### src/rtl/pic_pkg.sv
package pic_pkg;
    typedef enum logic [1:0] {
        ST_RUN,
        ST_WAIT_BASE,
        ST_WAIT_CASC,
        ST_WAIT_MODE
    } init_state_t;

    localparam logic [2:0] OP_NS_EOI   = 3'b001;
    localparam logic [2:0] OP_SPEC_EOI = 3'b011;
endpackage

### src/rtl/pic_init_fsm.sv
module pic_init_fsm
    import pic_pkg::*;
#(
    parameter int DW = 8,
    parameter int LW = 3
) (
    input  logic               clk,
    input  logic               rst_n,
    input  logic               bus_wr,
    input  logic               bus_addr,
    input  logic [DW-1:0]      bus_wdata,
    output init_state_t        state,
    output logic               running,
    output logic               start_hit,
    output logic               mask_wr,
    output logic               cmd_wr,
    output logic [DW-LW-1:0]   base_hi,
    output logic [DW-1:0]      casc_cfg,
    output logic               level_mode,
    output logic               auto_eoi
);
    init_state_t state_q, state_d;
    logic        need_mode_q;
    logic        skip_casc_q;
    logic        data_wr;

    assign data_wr   = bus_wr && bus_addr;
    assign start_hit = bus_wr && !bus_addr && bus_wdata[4];

    always_ff @(posedge clk) begin
        if (!rst_n) state_q <= ST_RUN;
        else        state_q <= state_d;
    end

    always_comb begin
        state_d = state_q;
        if (start_hit) begin
            state_d = ST_WAIT_BASE;
        end else if (data_wr) begin
            unique case (state_q)
                ST_RUN:       state_d = ST_RUN;
                ST_WAIT_BASE: state_d = !skip_casc_q ? ST_WAIT_CASC
                                      : (need_mode_q ? ST_WAIT_MODE : ST_RUN);
                ST_WAIT_CASC: state_d = need_mode_q ? ST_WAIT_MODE : ST_RUN;
                ST_WAIT_MODE: state_d = ST_RUN;
                default:      state_d = ST_RUN;
            endcase
        end
    end

    always_comb begin
        state   = state_q;
        running = (state_q == ST_RUN);
        mask_wr = data_wr && running;
        cmd_wr  = bus_wr && !bus_addr && !bus_wdata[4] && running;
    end

    always_ff @(posedge clk) begin
        if (!rst_n) begin
            need_mode_q <= 1'b0;
            skip_casc_q <= 1'b0;
            base_hi     <= '0;
            casc_cfg    <= '0;
            level_mode  <= 1'b0;
            auto_eoi    <= 1'b0;
        end else if (start_hit) begin
            level_mode  <= bus_wdata[3];
            skip_casc_q <= bus_wdata[1];
            need_mode_q <= bus_wdata[0];
            auto_eoi    <= 1'b0;
        end else if (data_wr) begin
            unique case (state_q)
                ST_WAIT_BASE: base_hi  <= bus_wdata[DW-1:LW];
                ST_WAIT_CASC: casc_cfg <= bus_wdata;
                ST_WAIT_MODE: auto_eoi <= bus_wdata[1];
                default: ;
            endcase
        end
    end
endmodule

### src/rtl/pic_req_latch.sv
module pic_req_latch #(
    parameter int N = 8
) (
    input  logic         clk,
    input  logic         rst_n,
    input  logic         clear_all,
    input  logic         level_mode,
    input  logic [N-1:0] req_in,
    input  logic [N-1:0] ack_clr,
    output logic [N-1:0] pending
);
    for (genvar i = 0; i < N; i++) begin : g_line
        logic prev_q;
        logic pend_q;

        always_ff @(posedge clk) begin
            if (!rst_n) begin
                prev_q <= 1'b0;
                pend_q <= 1'b0;
            end else begin
                prev_q <= req_in[i];
                if (clear_all || !req_in[i] || ack_clr[i]) pend_q <= 1'b0;
                else if (level_mode || !prev_q)            pend_q <= 1'b1;
            end
        end

        assign pending[i] = pend_q;
    end
endmodule

### src/rtl/pic_prio.sv
module pic_prio #(
    parameter int N  = 8,
    parameter int LW = 3
) (
    input  logic [N-1:0]  req,
    input  logic [N-1:0]  block,
    output logic          valid,
    output logic [LW-1:0] idx
);
    always_comb begin
        logic stop;
        stop  = 1'b0;
        valid = 1'b0;
        idx   = '0;
        for (int i = 0; i < N; i++) begin
            if (!stop) begin
                if (block[i]) begin
                    stop = 1'b1;
                end else if (req[i]) begin
                    valid = 1'b1;
                    idx   = LW'(i);
                    stop  = 1'b1;
                end
            end
        end
    end
endmodule

### src/rtl/pic_core.sv
module pic_core
    import pic_pkg::*;
#(
    parameter int N_IN = 8,
    parameter int DW   = 8
) (
    input  logic            clk,
    input  logic            rst_n,
    input  logic            bus_addr,
    input  logic [DW-1:0]   bus_wdata,
    input  logic            bus_wr,
    input  logic            bus_rd,
    output logic [DW-1:0]   bus_rdata,
    input  logic [N_IN-1:0] irq_in,
    output logic            irq_out,
    input  logic            irq_ack,
    output logic            vec_valid,
    output logic [DW-1:0]   vec_out
);
    localparam int LW = $clog2(N_IN);

    init_state_t         init_state;
    logic                running, start_hit, mask_wr, cmd_wr;
    logic [DW-LW-1:0]    base_hi;
    logic [DW-1:0]       casc_cfg;
    logic                level_mode, auto_eoi;

    logic [N_IN-1:0]     mask_q, isr_q, isr_d, irr, ack_clr;
    logic                rd_isr_q;
    logic                win_valid, top_valid;
    logic [LW-1:0]       win_idx, top_idx;
    logic                ack_ok;
    logic [2:0]          op;

    pic_init_fsm #(.DW(DW), .LW(LW)) u_fsm (
        .clk(clk), .rst_n(rst_n), .bus_wr(bus_wr), .bus_addr(bus_addr),
        .bus_wdata(bus_wdata), .state(init_state), .running(running),
        .start_hit(start_hit), .mask_wr(mask_wr), .cmd_wr(cmd_wr),
        .base_hi(base_hi), .casc_cfg(casc_cfg), .level_mode(level_mode),
        .auto_eoi(auto_eoi)
    );

    pic_req_latch #(.N(N_IN)) u_req (
        .clk(clk), .rst_n(rst_n), .clear_all(start_hit),
        .level_mode(level_mode), .req_in(irq_in), .ack_clr(ack_clr),
        .pending(irr)
    );

    pic_prio #(.N(N_IN), .LW(LW)) u_win (
        .req(irr & ~mask_q), .block(isr_q), .valid(win_valid), .idx(win_idx)
    );

    pic_prio #(.N(N_IN), .LW(LW)) u_top (
        .req(isr_q), .block('0), .valid(top_valid), .idx(top_idx)
    );

    assign ack_ok  = irq_ack && running;
    assign ack_clr = (ack_ok && win_valid) ? (N_IN'(1) << win_idx) : '0;
    assign irq_out = running && win_valid;
    assign op      = bus_wdata[7:5];

    always_comb begin
        isr_d = isr_q;
        if (ack_ok && win_valid && !auto_eoi) isr_d[win_idx] = 1'b1;
        if (cmd_wr && !bus_wdata[3]) begin
            if (op == OP_SPEC_EOI)
                isr_d[bus_wdata[LW-1:0]] = 1'b0;
            else if (op == OP_NS_EOI && top_valid)
                isr_d[top_idx] = 1'b0;
        end
    end

    always_ff @(posedge clk) begin
        if (!rst_n) begin
            mask_q    <= '1;
            isr_q     <= '0;
            rd_isr_q  <= 1'b0;
            vec_valid <= 1'b0;
            vec_out   <= '0;
        end else begin
            vec_valid <= ack_ok;
            if (ack_ok)
                vec_out <= {base_hi, (win_valid ? win_idx : {LW{1'b1}})};
            if (start_hit) begin
                mask_q   <= '1;
                isr_q    <= '0;
                rd_isr_q <= 1'b0;
            end else begin
                isr_q <= isr_d;
                if (mask_wr) mask_q <= bus_wdata[N_IN-1:0];
                if (cmd_wr && bus_wdata[3] && bus_wdata[1])
                    rd_isr_q <= bus_wdata[0];
            end
        end
    end

    always_comb begin
        if (!bus_rd)       bus_rdata = '0;
        else if (bus_addr) bus_rdata = DW'(mask_q);
        else if (rd_isr_q) bus_rdata = DW'(isr_q);
        else               bus_rdata = DW'(irr);
    end
endmodule

### config.mk
export PLATFORM = sky130hd
export DESIGN_NAME = pic_core
export DESIGN_NICKNAME = d
export VERILOG_FILES = /design/src/rtl/pic_pkg.sv /design/src/rtl/pic_init_fsm.sv /design/src/rtl/pic_req_latch.sv /design/src/rtl/pic_prio.sv /design/src/rtl/pic_core.sv
export SDC_FILE = /design/constraint.sdc
export NUM_CORES = 1
export LEC_CHECK = 0
export ABC_CLOCK_PERIOD_IN_PS = 2600
export BUFFER_PORTS_ARGS = -buffer_cell sky130_fd_sc_hd__buf_2
export CAP_MARGIN = 10
export CELL_PAD_IN_SITES_DETAIL_PLACEMENT = 2
export CELL_PAD_IN_SITES_GLOBAL_PLACEMENT = 2
export CORE_AREA = 4 4 94 96
export CTS_BUF_LIST = sky130_fd_sc_hd__clkbuf_8
export DETAILED_ROUTE_END_ITERATION = 16
export DIE_AREA = 0 0 98 100
export GPL_TIMING_DRIVEN = 0
export MAX_ROUTING_LAYER = met4
export PLACE_DENSITY = 0.88
export SLEW_MARGIN = 25
export SYNTH_ARGS = -nofsm -noshare
export SYNTH_HDL_FRONTEND = slang
export SYNTH_SLANG_ARGS = --single-unit
### constraint.sdc
create_clock -name clk -period 2.6 [get_ports clk]
set_input_delay 0.39 -clock clk [delete_from_list [all_inputs] [get_ports clk]]
set_output_delay 0.39 -clock clk [all_outputs]
set_load 0.01 [all_outputs]
### After elaboration in Yosys (flattened, before gate mapping)

Cells that the tools add are included.

| cells by class | value |
|---|---|
| order comparisons | 6 |
| equal/unequal tests | 5 |
| shift operators | 1 |
| mux-type cells | 112 |
| bitwise logic cells | 9 |
| reduce and logical (&&, ||, !) cells | 75 |

Operators by type and width:

| cell | count |
|---|---|
| 3-bit 2-to-1 mux | 34 |
| 1-bit 2-to-1 mux | 64 |
| 8-bit 2-to-1 mux | 8 |
| 8-bit AND | 3 |
| 1-bit logical OR | 24 |
| 8-bit NOT | 3 |
| 1-bit zero test | 20 |
| 2-bit OR reduction | 10 |
| 1-bit logical AND | 17 |
| 3-bit by 4-bit less-than comparator with 1-bit output (second input constant) | 3 |
| 1-bit demux with 3-bit select | 3 |
| 3-bit by 1-bit >= comparator with 1-bit output (second input constant) | 3 |
| 8-bit bitwise OR | 1 |
| 1-bit by 3-bit << shifter with 8-bit output (first input constant) | 1 |
| 2-bit case mux with 3 select lines | 1 |
| 2-bit == test (second input constant) | 2 |
| 2-bit 2-to-1 mux | 2 |
| 3-bit by 1-bit == test with 1-bit output (second input constant) | 1 |
| 3-bit by 2-bit == test with 1-bit output (second input constant) | 1 |
| 3-bit AND reduction | 1 |
| 2-bit by 1-bit == test with 1-bit output (second input constant) | 1 |
| 2-bit zero test | 1 |
| 1-bit NOT | 2 |
| 2-bit AND reduction | 1 |
| 2-bit nonzero test | 1 |

| word-level totals | value |
|---|---|
| register bits | 53 |
| output and inout bits | 18 |
| word-level logic and storage cells | 236 |

### Logic depth before layout (Yosys ltp)

Gate-level depths: netlist of run 1.

| depth | value |
|---|---|
| depth after elaboration | 33 |
| depth in mapped cells | 6 |
| gate-level depth less buffers | 5 |

### By module

From an unflattened synthesis of run 1, not the netlist that was laid out.

| second synthesis, totals | value |
|---|---|
| cells, all modules | 375 |
| area, all modules | 3,248.1 µm² |

By module, submodules not included:

| module | times used | cells an instance | area an instance (µm²) | seq. area each (µm²) |
|---|---|---|---|---|
| pic_core | 1 | 182 | 1,520.2 | 520.5 |
| pic_init_fsm | 1 | 89 | 823.3 | 380.4 |
| pic_req_latch | 1 | 58 | 641.9 | 320.3 |
| pic_prio | 2 | 23 | 131.4 | 0.0 |

### Least setup slack after synthesis of run 1

OpenSTA, ideal clock, no wires.

| timing path | value |
|---|---|
| path type | reg2out |
| start point | reg isr_q[1] |
| end point | out irq_out |
| arrival time | 1,712 ps |
| required time | 2,210 ps |
| path slack | 498 ps |
| cell stages (with the launch flop) | 7 |
| buffers on the path | 1 |
| cells stage by stage | dfxtp_1 -> or2_4 -> or4_1 -> buf_2 -> nor2_1 -> a21bo_2 -> and2_1 |

| between the ends | value |
|---|---|
| longest elaborated chain between the ends | 21 |
| elaborated cells between the ends (all ways) | 28 |
| those cells by class | mux (27); reduce/logical (1) |

RTL lines:

| what | line | source |
|---|---|---|
| from (decl) | pic_core.sv:28 | `logic [N_IN-1:0] mask_q, isr_q, isr_d, irr, ack_clr;` |
| from (signal assigned) | pic_core.sv:89 | `isr_q <= isr_d;` |
| 1-bit 2-to-1 mux | pic_prio.sv:17 | `if (block[i]) begin` |
| 1-bit 2-to-1 mux | pic_prio.sv:16 | `if (!stop) begin` |
| 1-bit 2-to-1 mux | pic_prio.sv:19 | `end else if (req[i]) begin` |
| 1-bit 2-to-1 mux | pic_prio.sv:17 |  |
| 1-bit 2-to-1 mux | pic_prio.sv:16 |  |
| 1-bit 2-to-1 mux | pic_prio.sv:19 |  |
| 1-bit 2-to-1 mux | pic_prio.sv:17 |  |
| 1-bit 2-to-1 mux | pic_prio.sv:16 |  |
| (+5 left out) | -- |  |
| 1-bit 2-to-1 mux | pic_prio.sv:16 |  |
| 1-bit 2-to-1 mux | pic_prio.sv:19 |  |
| 1-bit 2-to-1 mux | pic_prio.sv:17 |  |
| 1-bit 2-to-1 mux | pic_prio.sv:16 |  |
| 1-bit 2-to-1 mux | pic_prio.sv:19 |  |
| 1-bit 2-to-1 mux | pic_prio.sv:17 |  |
| 1-bit 2-to-1 mux * | pic_prio.sv:16 |  |
| 1-bit logical AND * | pic_core.sv:59 | `assign irq_out = running && win_valid;` |
| to (decl) | pic_core.sv:15 | `output logic irq_out,` |

Mark *: on every way between the ends. The rest lies on a longest branch, timed or not.

### Final worst setup path of run 1

Same ends and word-level chain as after synthesis.

==> out/results.tsv, run 1 <==
stage	metric	value	unit
worst_setup_path	max incr delay on CP	520	ps
clocking	Sink Count	53	
cells_and_area	fin util	39.3	%
grt	Congestion Overflow GR	0	
cells_and_area	share of cells above drive strength 1	18.8	%
synthesis	Post-Synth Adder-Cell Area	0	%
timing	Max Slew Vio Count	0	
synthesis	Cell Area, Synth	0.00268	mm²
worst_setup_path	startpoint types	register	
hold_path	class of the worst hold path	input port to register	
synthesis	number of synthesized flops with an enable pin	0	
floorplan	CORE AREA	0.00805	mm²
synthesis	Compound-Gate Fraction of Synth Area	17.0	%
timing	Slew @ Worst Pin	800	ps
synthesis	register bit count reported by yosys	53	
floorplan	height of the die	100	µm
clocking	CTS root buffer	clkbuf_8	
grt	vias in the first global route	3114	
floorplan	initial core utilization	33.3	%
cells_and_area	# nets final	404	
route	DRC violations left	0	
floorplan	die width	98	µm
worst_setup_path	cells along the critical path	or2_4 -> or4_4 -> buf_6 -> nor2_4 -> a21bo_4 -> and2_1 -> buf_2	
grt	all-layer global routing usage	22.2	%
clocking	CTS tree	built	
synthesis	yosys warns	0	
timing	setup-violating endpoint count in the final report	0	
synthesis	post-synthesis sequential area ratio	39.6	%
cells_and_area	Filler cells	952	
worst_setup_path	critical path type	register to output pin	
route	wire length per cell	21.6	µm
clocking	Clock Latency Late Sink	320	ps
timing	Final Critical Period	2550	ps
clocking	hold_buf cts	0	
clocking	H-tree Lvls	2	
floorplan	Ports	40	
clocking	Reg clk slew, reported paths	110	ps
route	DRT iter0 DRCs	130	
timing	Period Utilization, post-route	98.1	%
worst_setup_path	critical path's top delay family	simple AND/OR/NAND/NOR gates	
power_and_ir_drop	PwrDens	531	mW/mm²
grt	antenna violations before repair	0	
route	DRT antenna net count	0	
worst_setup_path	crit end category	output pin	
route	Detailed Route WL	10.5	mm
synthesis	Synth Area in Simple Gates	34.0	%
synthesis	xor-xnor portion of the synthesized cell area	0	%
timing	Worst Skew	13.7	ps
worst_setup_path	crit path buf inv count	2	
floorplan	Die ar.	0.00980	mm²
synthesis	multiplexer area fraction after synthesis	5.22	%
grt	first-pass GRT wire length	16.9	mm
cells_and_area	ANT cells	0	
timing	maximum clock frequency	392	MHz
synthesis	synth unique cells	47	
clocking	CTS Buf Count	5	
worst_setup_path	Critical-path top delay cell	or4_4	
clocking	Clock Tree Buf Depth	2	
placement	Port Buffer Count	37	
synthesis	syn_area_per_cell	7.98	µm²
timing	unrepaired setup endpoints after global routing	no	
worst_setup_path	Data arrival, critical path	2160	ps
grt	largest net degree at the start of global routing	16	
route	vias after detailed routing	2790	
timing	slew margin rel.	46.2	%
placement	GP Congestion	0.908	
placement	DPL Wire Length	7.68	mm
synthesis	ys async rst share	0	%
timing	final hold vios	0	
route	Via density	5.72	
power_and_ir_drop	leakage	1.27	nW
cells_and_area	P&R area growth vs syn	18.1	%
floorplan	Row Count	33	
synthesis	syn nets	358	
job	max capacitance violation total	0	
synthesis	Cells after Synth	336	
synthesis	largest family of logic cells by synthesized area	simple AND/OR/NAND/NOR gates	
power_and_ir_drop	Max IR drop VDD	0.000234	V
worst_setup_path	CP Max Fanout	5	
route	drt first pass iters	4	
run_status	outcome	complete, no violations	
worst_setup_path	Worst Path Required	2210	ps
synthesis	Main synth FF type	dfxtp_1	
timing	setup tns final	0	ps
==> synthesized netlist by cell type, types with 8 or more instances <==
cell	n	area, µm²
a21oi_1	18	90.1
nor2b_1	10	62.6
nand3_1	16	80.1
nor2_1	28	105
and2_1	19	119
nand2_1	55	206
clkbuf_1	13	48.8
nor4_1	8	50.1
a21boi_0	10	75.1
dfxtp_1	53	1060
o21ai_0	17	85.1
mux2i_1	14	140
==> cells in the final DEF (no fill, tap or decap), drive strengths merged, types with 2 or more instances in the layout <==
cell and n:
and3 2, nand4b 2, buf 45, or2 3, nand2 55, or2b 2, nor2 28, a2111oi 3
o211ai 2, nand2b 4, a21oi 18, mux2i 14, or4 3, nor2b 10, a211oi 3, nor4b 2
clkbuf 18, a31oi 6, o21ai 17, dfxtp 53, inv 7, a21boi 10, nor3 6, nor3b 5
and2b 3, and2 19, nand4 4, nand3 16, a41oi 2, nor4 8
==> per-layer routing <==
| metal | up-vias | global-route usage [%] | part of all wire, % |
|---|---|---|---|
| li1 | 1283 | - | - |
| met1 | 1401 | 25.9 | 42 |
| met2 | 81 | 39.6 | 52 |
| met3 | 25 | 3.47 | 3.7 |
| met4 | 0 | 6.39 | 2.2 |
| met5 | - | - | 0 |
==> registers in the layout, indices dropped and copies added (netlist names) <==
register,cells
rd_isr_q,1
mask_q,8
u_fsm.level_mode,1
u_fsm.auto_eoi,1
u_req.g_line.pend_q,8
vec_out,8
u_req.g_line.prev_q,8
u_fsm.need_mode_q,1
u_fsm.base_hi,5
vec_valid,1
isr_q,8
u_fsm.state,2
u_fsm.skip_casc_q,1
==> power by group <==
part | total (mW) | internal [mW] | switching, mW
clock | 0.541 | 0.242 | 0.299
combinational | 0.270 | 0.104 | 0.166
sequential | 0.872 | 0.844 | 0.0279
==> layout make-up <==
type                       instances  area (µm²)  area share [%]
multi-input combinational        259        1540            48.6
timing repair buffer              41         215            6.79
clock inverter                     1        5.00           0.158
tap                              105         131            4.15
sequential                        53        1070            33.7
clock buffer                       7        96.3            3.04
inverter                           7        26.3           0.829
buffer                            15        86.3            2.73
==> worst register-to-register path: cells and delay by family, from the launching register on <==
kind | cells | cell delay [ps]
buffers and inverters | 2 | 300
DFF | 1 | 380
and+or+nand+nor | 3 | 1110
AOI/OAI and AO/OA | 2 | 570
==> final timing paths <==
path | startpoint | to | slack [ps] | cells after the start
max reg2reg | isr_q[1] | isr_q[5] | 120 | 7
min reg2reg | vec_out[2] | vec_out[2] | 480 | 2
min | irq_in[3] | u_req.g_line[3].prev_q | 300 | 2
max | isr_q[1] | irq_out | 50 | 7
==> cells by family after synthesis <==
group / Yosys count
simple gates: 175
compound gates: 70
flops: 53
buf+inv: 24
mux: 14
==> timing repair <==
action                                  CTS  global route
endpoints found under the setup margin    1             2
buffers inserted                          1             3
pin swaps                                 0             1
resized for setup                         8             5
==> stage by stage <==
step,area [µm²],power [mW],setup WS [ps],std cells,hold slack [ps]
2_1_floorplan,2680,1.03,498,336,441
3_3_place_gp,3000,1.12,220,478,454
5_1_grt,3170,1.76,2.96,488,297
6_report,3170,1.68,49.9,488,302
3_5_place_dp,3000,1.14,203,478,467
4_1_cts,3130,1.68,23.0,486,298
Note: power is estimated with default switching activity, not from simulation.
==> run 2, diff against run 1 <==
CORE_AREA = 4 4 96 98   (was 4 4 94 96)
CTS_BUF_LIST = sky130_fd_sc_hd__clkbuf_16   (was sky130_fd_sc_hd__clkbuf_8)
DIE_AREA = 0 0 100 102   (was 0 0 98 100)
PLACE_DENSITY = 0.85   (was 0.88)
==> run 2 against run 1 <==
Clock skew is 4.1 ps lower. Largest cell class unchanged. Worst setup slack better by 9.2 ps. Die area is 4.1% higher. Combinational power hardly changed. Clock power is 21% higher. Via count is 2.2% lower.
==> out/results.tsv, run 2 (synthesis results as in run 1) <==
stage	metric	value	unit
run_status	outcome	complete, no violations	
floorplan	initial core utilization	31.7	%
floorplan	height of the die	102	µm
timing	Worst Skew	9.63	ps
grt	vias in the first global route	2977	
route	wire length per cell	20.6	µm
route	DRC violations left	0	
clocking	Clock Latency Late Sink	290	ps
grt	Congestion Overflow GR	0	
timing	Max Slew Vio Count	0	
worst_setup_path	crit path buf inv count	2	
cells_and_area	share of cells above drive strength 1	18.3	%
clocking	H-tree Lvls	2	
power_and_ir_drop	leakage	1.27	nW
clocking	CTS root buffer	clkbuf_16	
clocking	Clock Tree Buf Depth	2	
worst_setup_path	startpoint types	register	
worst_setup_path	Critical-path top delay cell	or4_4	
worst_setup_path	Data arrival, critical path	2150	ps
route	drt first pass iters	4	
worst_setup_path	critical path's top delay family	simple AND/OR/NAND/NOR gates	
cells_and_area	area taken by multi-input logic gates	0.00154	mm²
cells_and_area	most common cell after layout, fill and taps aside	nand2_1	
timing	Slew @ Worst Pin	752	ps
hold_path	class of the worst hold path	input port to register	
floorplan	die width	100	µm
cells_and_area	register area	0.00107	mm²
route	vias after detailed routing	2728	
timing	setup-violating endpoint count in the final report	0	
route	Detailed Route WL	10.1	mm
timing	Final Critical Period	2540	ps
cells_and_area	ANT cells	0	
cells_and_area	most frequent cells in the layout	nand2_1 (55), dfxtp_1 (50), buf_2 (37), nor2_1 (27), and2_1 (19)	
placement	DPL Wire Length	7.43	mm
clocking	Reg clk slew, reported paths	70	ps
floorplan	Row Count	34	
worst_setup_path	CP Max Fanout	7	
floorplan	CORE AREA	0.00847	mm²
worst_setup_path	max incr delay on CP	520	ps
grt	antenna violations before repair	0	
route	DRT iter0 DRCs	116	
grt	largest net degree at the start of global routing	16	
power_and_ir_drop	PwrDens	559	mW/mm²
clocking	hold_buf cts	0	
grt	first-pass GRT wire length	15.9	mm
timing	final hold vios	0	
clocking	CTS Buf Count	5	
placement	Port Buffer Count	37	
clocking	CTS tree	built	
route	DRT antenna net count	0	
worst_setup_path	Worst Path Required	2210	ps
clocking	Sink Count	53	
cells_and_area	P&R area growth vs syn	19.5	%
timing	maximum clock frequency	394	MHz
power_and_ir_drop	Max IR drop VDD	0.000316	V
cells_and_area	# nets final	404	
floorplan	Die ar.	0.0102	mm²
route	Via density	5.57	
cells_and_area	Filler cells	1003	
cells_and_area	fin util	37.9	%
worst_setup_path	critical path type	register to output pin	
timing	Period Utilization, post-route	97.7	%
worst_setup_path	crit end category	output pin	
worst_setup_path	cells along the critical path	or2_4 -> or4_4 -> buf_6 -> nor2_4 -> a21bo_4 -> and2_1 -> buf_2	
grt	all-layer global routing usage	20.7	%
job	max capacitance violation total	0	
worst_setup_path	reg2reg setup slack	170	ps
floorplan	Ports	40	
timing	Hold WS	322	ps
placement	GP Congestion	0.880	
timing	slew margin rel.	49.4	%
==> run 2: changes by cell type in the layout (fill, tap and decap cells not counted), sizes merged <==
cell	previous run	this run
clkbuf	18	16
clkinvlp	0	1
==> run 2: path summary, 6_finish.rpt <==
check,from,end,cells after the start
min,irq_in[1],u_req.g_line[1].prev_q,2
max reg2reg,isr_q[0],isr_q[5],7
min reg2reg,vec_out[4],vec_out[4],2
max,isr_q[0],irq_out,7
==> run 2: final cells by class <==
cell class | instances | share of cell area (%)
multi-input combinational | 259 | 48.0
sequential | 53 | 33.3
timing repair buffer | 41 | 6.71
tap | 108 | 4.22
clock buffer | 5 | 3.90
buffer | 15 | 2.69
inverter | 7 | 0.820
clock inverter | 2 | 0.351
==> run 2: repair_timing <==
item                                    4_1_cts  5_1_grt
buffers inserted                              0        4
pin swaps                                     0        2
endpoints found under the setup margin        1        1
resized for setup                             5        8
==> run 2: stage by stage <==
| stage | power, mW | std cells | setup WS (ps) | setup TNS, ps | instance area (µm²) |
|---|---|---|---|---|---|
| 6_report | 1.79 | 490 | 59.1 | 0 | 3210 |
| 5_1_grt | 1.87 | 490 | -13.0 | -13.0 | 3210 |
| 4_1_cts | 1.79 | 488 | 8.95 | 0 | 3150 |
| 3_5_place_dp | 1.14 | 481 | 209 | 0 | 3000 |
| 3_3_place_gp | 1.13 | 481 | 228 | 0 | 3000 |
| 2_1_floorplan | 1.03 | 336 | 498 | 0 | 2680 |
==> run 2: power breakdown <==
part | internal [mW] | switching (mW) | total [mW]
clock | 0.349 | 0.304 | 0.654
combinational | 0.106 | 0.163 | 0.269
sequential | 0.844 | 0.0268 | 0.871
==> run 2: layer usage <==
layer	vias up	global-route usage (%)	routed length, µm
li1	1271	-	-
met1	1380	23.9	4460
met2	62	37.2	5180
met3	15	2.73	272
met4	0	6.32	182
met5	-	-	0
==> run 3, diff against run 2 <==
ABC_CLOCK_PERIOD_IN_PS = 2000   (was 2600)
CORE_AREA = 4 4 100 102   (was 4 4 96 98)
DIE_AREA = 0 0 104 106   (was 0 0 100 102)
PLACE_DENSITY = 0.82   (was 0.85)
clock period = 2 ns   (was 2.6 ns; I/O delays follow)
==> run 3 against run 2 <==
The flow now finishes with violations (negative setup slack). Clock power rose by 49%. Critical path depth did not move. First-iteration DRC count rose by 43%. Utilization fell by 0.48 points. Global-route usage fell by 0.78 points. Highest routed layer unchanged.
==> out/results.tsv, run 3 (synthesis results as in run 1) <==
stage	metric	value	unit
run_status	outcome	finished, violations left	
run_status	failing checks	negative setup slack	
grt	largest net degree at the start of global routing	16	
worst_setup_path	Critical-path top delay cell	dfxtp_2	
cells_and_area	ANT cells	0	
placement	DP Cell Count	484	
floorplan	Die ar.	0.0110	mm²
timing	slew margin rel.	55.9	%
clocking	Clock Tree Buf Depth	2	
clocking	CTS root buffer	clkbuf_16	
timing	Worst Skew	7.06	ps
worst_setup_path	worst r2r src	mask_q[1]	
floorplan	die width	104	µm
cells_and_area	# nets final	409	
timing	unrepaired setup endpoints after global routing	yes	
timing	Period Utilization, post-route	113	%
timing	final hold vios	0	
grt	vias in the first global route	2951	
floorplan	CORE AREA	0.00911	mm²
route	drt first pass iters	4	
worst_setup_path	critical path startpoint	mask_q[0]	
route	vias after detailed routing	2774	
worst_setup_path	max incr delay on CP	350	ps
worst_setup_path	reg2reg setup slack	-230	ps
timing	Final Critical Period	2260	ps
power_and_ir_drop	Psw	0.668	mW
job	max capacitance violation total	0	
placement	Port Buffer Count	37	
worst_setup_path	Worst Path Required	1700	ps
placement	dpl ws	-369	ps
cells_and_area	non-filler cells in the finished layout	499	
timing	Slew @ Worst Pin	659	ps
worst_setup_path	Data arrival, critical path	1960	ps
grt	antenna violations before repair	0	
timing	setup-violating endpoint count in the final report	5	
power_and_ir_drop	Sw Ratio	26.7	%
clocking	CTS tree	built	
worst_setup_path	CP Max Fanout	3	
floorplan	Row Count	35	
power_and_ir_drop	clock network power share	38.9	%
cells_and_area	P&R area growth vs syn	27.0	%
power_and_ir_drop	P_int	1.84	mW
floorplan	Ports	40	
clocking	H-tree Lvls	2	
timing	Max Slew Vio Count	0	
hold_path	HP Start	irq_in[1]	
cells_and_area	most common cell after layout, fill and taps aside	nand2_1	
timing	final critical-path setup slack	-263	ps
power_and_ir_drop	PwrDens	736	mW/mm²
grt	first-pass GRT wire length	16.9	mm
route	wire length per cell	22.1	µm
power_and_ir_drop	sequential share of power	45.2	%
route	Detailed Route WL	11.0	mm
hold_path	class of the worst hold path	input port to register	
timing	maximum clock frequency	442	MHz
clocking	Clock Latency Late Sink	290	ps
floorplan	height of the die	106	µm
power_and_ir_drop	Max IR drop VDD	0.000405	V
power_and_ir_drop	combinational power share	15.8	%
worst_setup_path	cells along the critical path	and2b_2 -> buf_4 -> o21ba_2 -> a21oi_4 -> a21bo_4 -> and2_4 -> buf_6	
route	DRT iter0 DRCs	166	
grt	Congestion Overflow GR	0	
worst_setup_path	crit end category	output pin	
route	DRT antenna net count	0	
grt	all-layer global routing usage	19.9	%
clocking	CTS Buf Count	5	
placement	GP Congestion	0.889	
route	DRC violations left	0	
clocking	Sink Count	53	
cells_and_area	share of cells above drive strength 1	24.5	%
worst_setup_path	critical path type	register to output pin	
power_and_ir_drop	leakage	1.36	nW
cells_and_area	most frequent cells in the layout	nand2_1 (55), dfxtp_1 (47), buf_2 (36), nor2_1 (27), and2_1 (18)	
placement	DPL Wire Length	7.64	mm
cells_and_area	Filler cells	1065	
floorplan	initial core utilization	29.5	%
worst_setup_path	startpoint types	register	
route	Via density	5.56	
clocking	Reg clk slew, reported paths	70	ps
clocking	hold_buf cts	0	
==> run 3: cell count changes in the layout (fill, tap and decap cells not counted), sizes merged <==
cell,change
buf,+7
bufinv,+1
clkbuf,-2
clkinvlp,-1
inv,+1
==> run 3: metrics by stage <==
stage / TNS (ps) / utilization, % / hold slack, ps / cell area [µm²] / power, mW
after floorplan: 0 / - / 424 / 2690 / 1.34
after global placement: -1880 / 33.1 / 457 / 3020 / 1.47
after detailed placement: -2480 / 33.1 / 468 / 3020 / 1.49
after CTS: -1240 / 36.6 / 237 / 3330 / 2.49
after global routing: -1440 / 37.4 / 240 / 3410 / 2.62
final: -950 / 37.4 / 241 / 3410 / 2.51
==> run 3: final timing paths <==
kind,to,cells after the start
min reg2reg,vec_out[5],2
min,u_req.g_line[1].prev_q,2
max reg2reg,isr_q[5],6
max,irq_out,7
==> run 3: layer usage <==
| layer | wire length, µm | up-vias | share of wire [%] | track usage [%] |
|---|---|---|---|---|
| met5 | 0 | - | 0 | - |
| met4 | 290 | 0 | 2.6 | 4.37 |
| met3 | 378 | 18 | 3.4 | 2.73 |
| met2 | 5550 | 71 | 50 | 35.2 |
| met1 | 4830 | 1392 | 44 | 24.2 |
| li1 | - | 1293 | - | - |
==> run 3: repair_timing <==
item,in CTS,in global routing
pin swaps,6,6
buffers inserted,10,2
setup endpoints to repair,23,15
gates resized for setup,27,11
==> run 3: power by group through the flow <==
| stage | Sequential, mW | Clock (mW) | Combinational (mW) |
|---|---|---|---|
| CTS | 1.13 | 0.984 | 0.370 |
| global placement | 1.15 | 0 | 0.316 |
| floorplan | 1.15 | 0 | 0.198 |
| global route | 1.14 | 1.05 | 0.429 |
| detailed placement | 1.16 | 0 | 0.330 |
| finish | 1.13 | 0.976 | 0.396 |
==> run 3: cell type report <==
type | count | area, µm² | share of cell area (%)
Timing Repair Buffer | 49 | 285 | 8.38
Tap cell | 111 | 139 | 4.08
Inverter | 7 | 26.3 | 0.771
Multi-Input combinational cell | 259 | 1650 | 48.5
Clock inverter | 3 | 37.5 | 1.10
Clock buffer | 5 | 125 | 3.67
Buffer | 12 | 67.6 | 1.98
Sequential cell | 53 | 1070 | 31.5
==> run 3: critical path, delay by kind of cell, from the launching register on <==
family	cells	cell delay, ps
compound gates	3	660
simple gates	2	400
flops	1	350
buf+inv	2	270
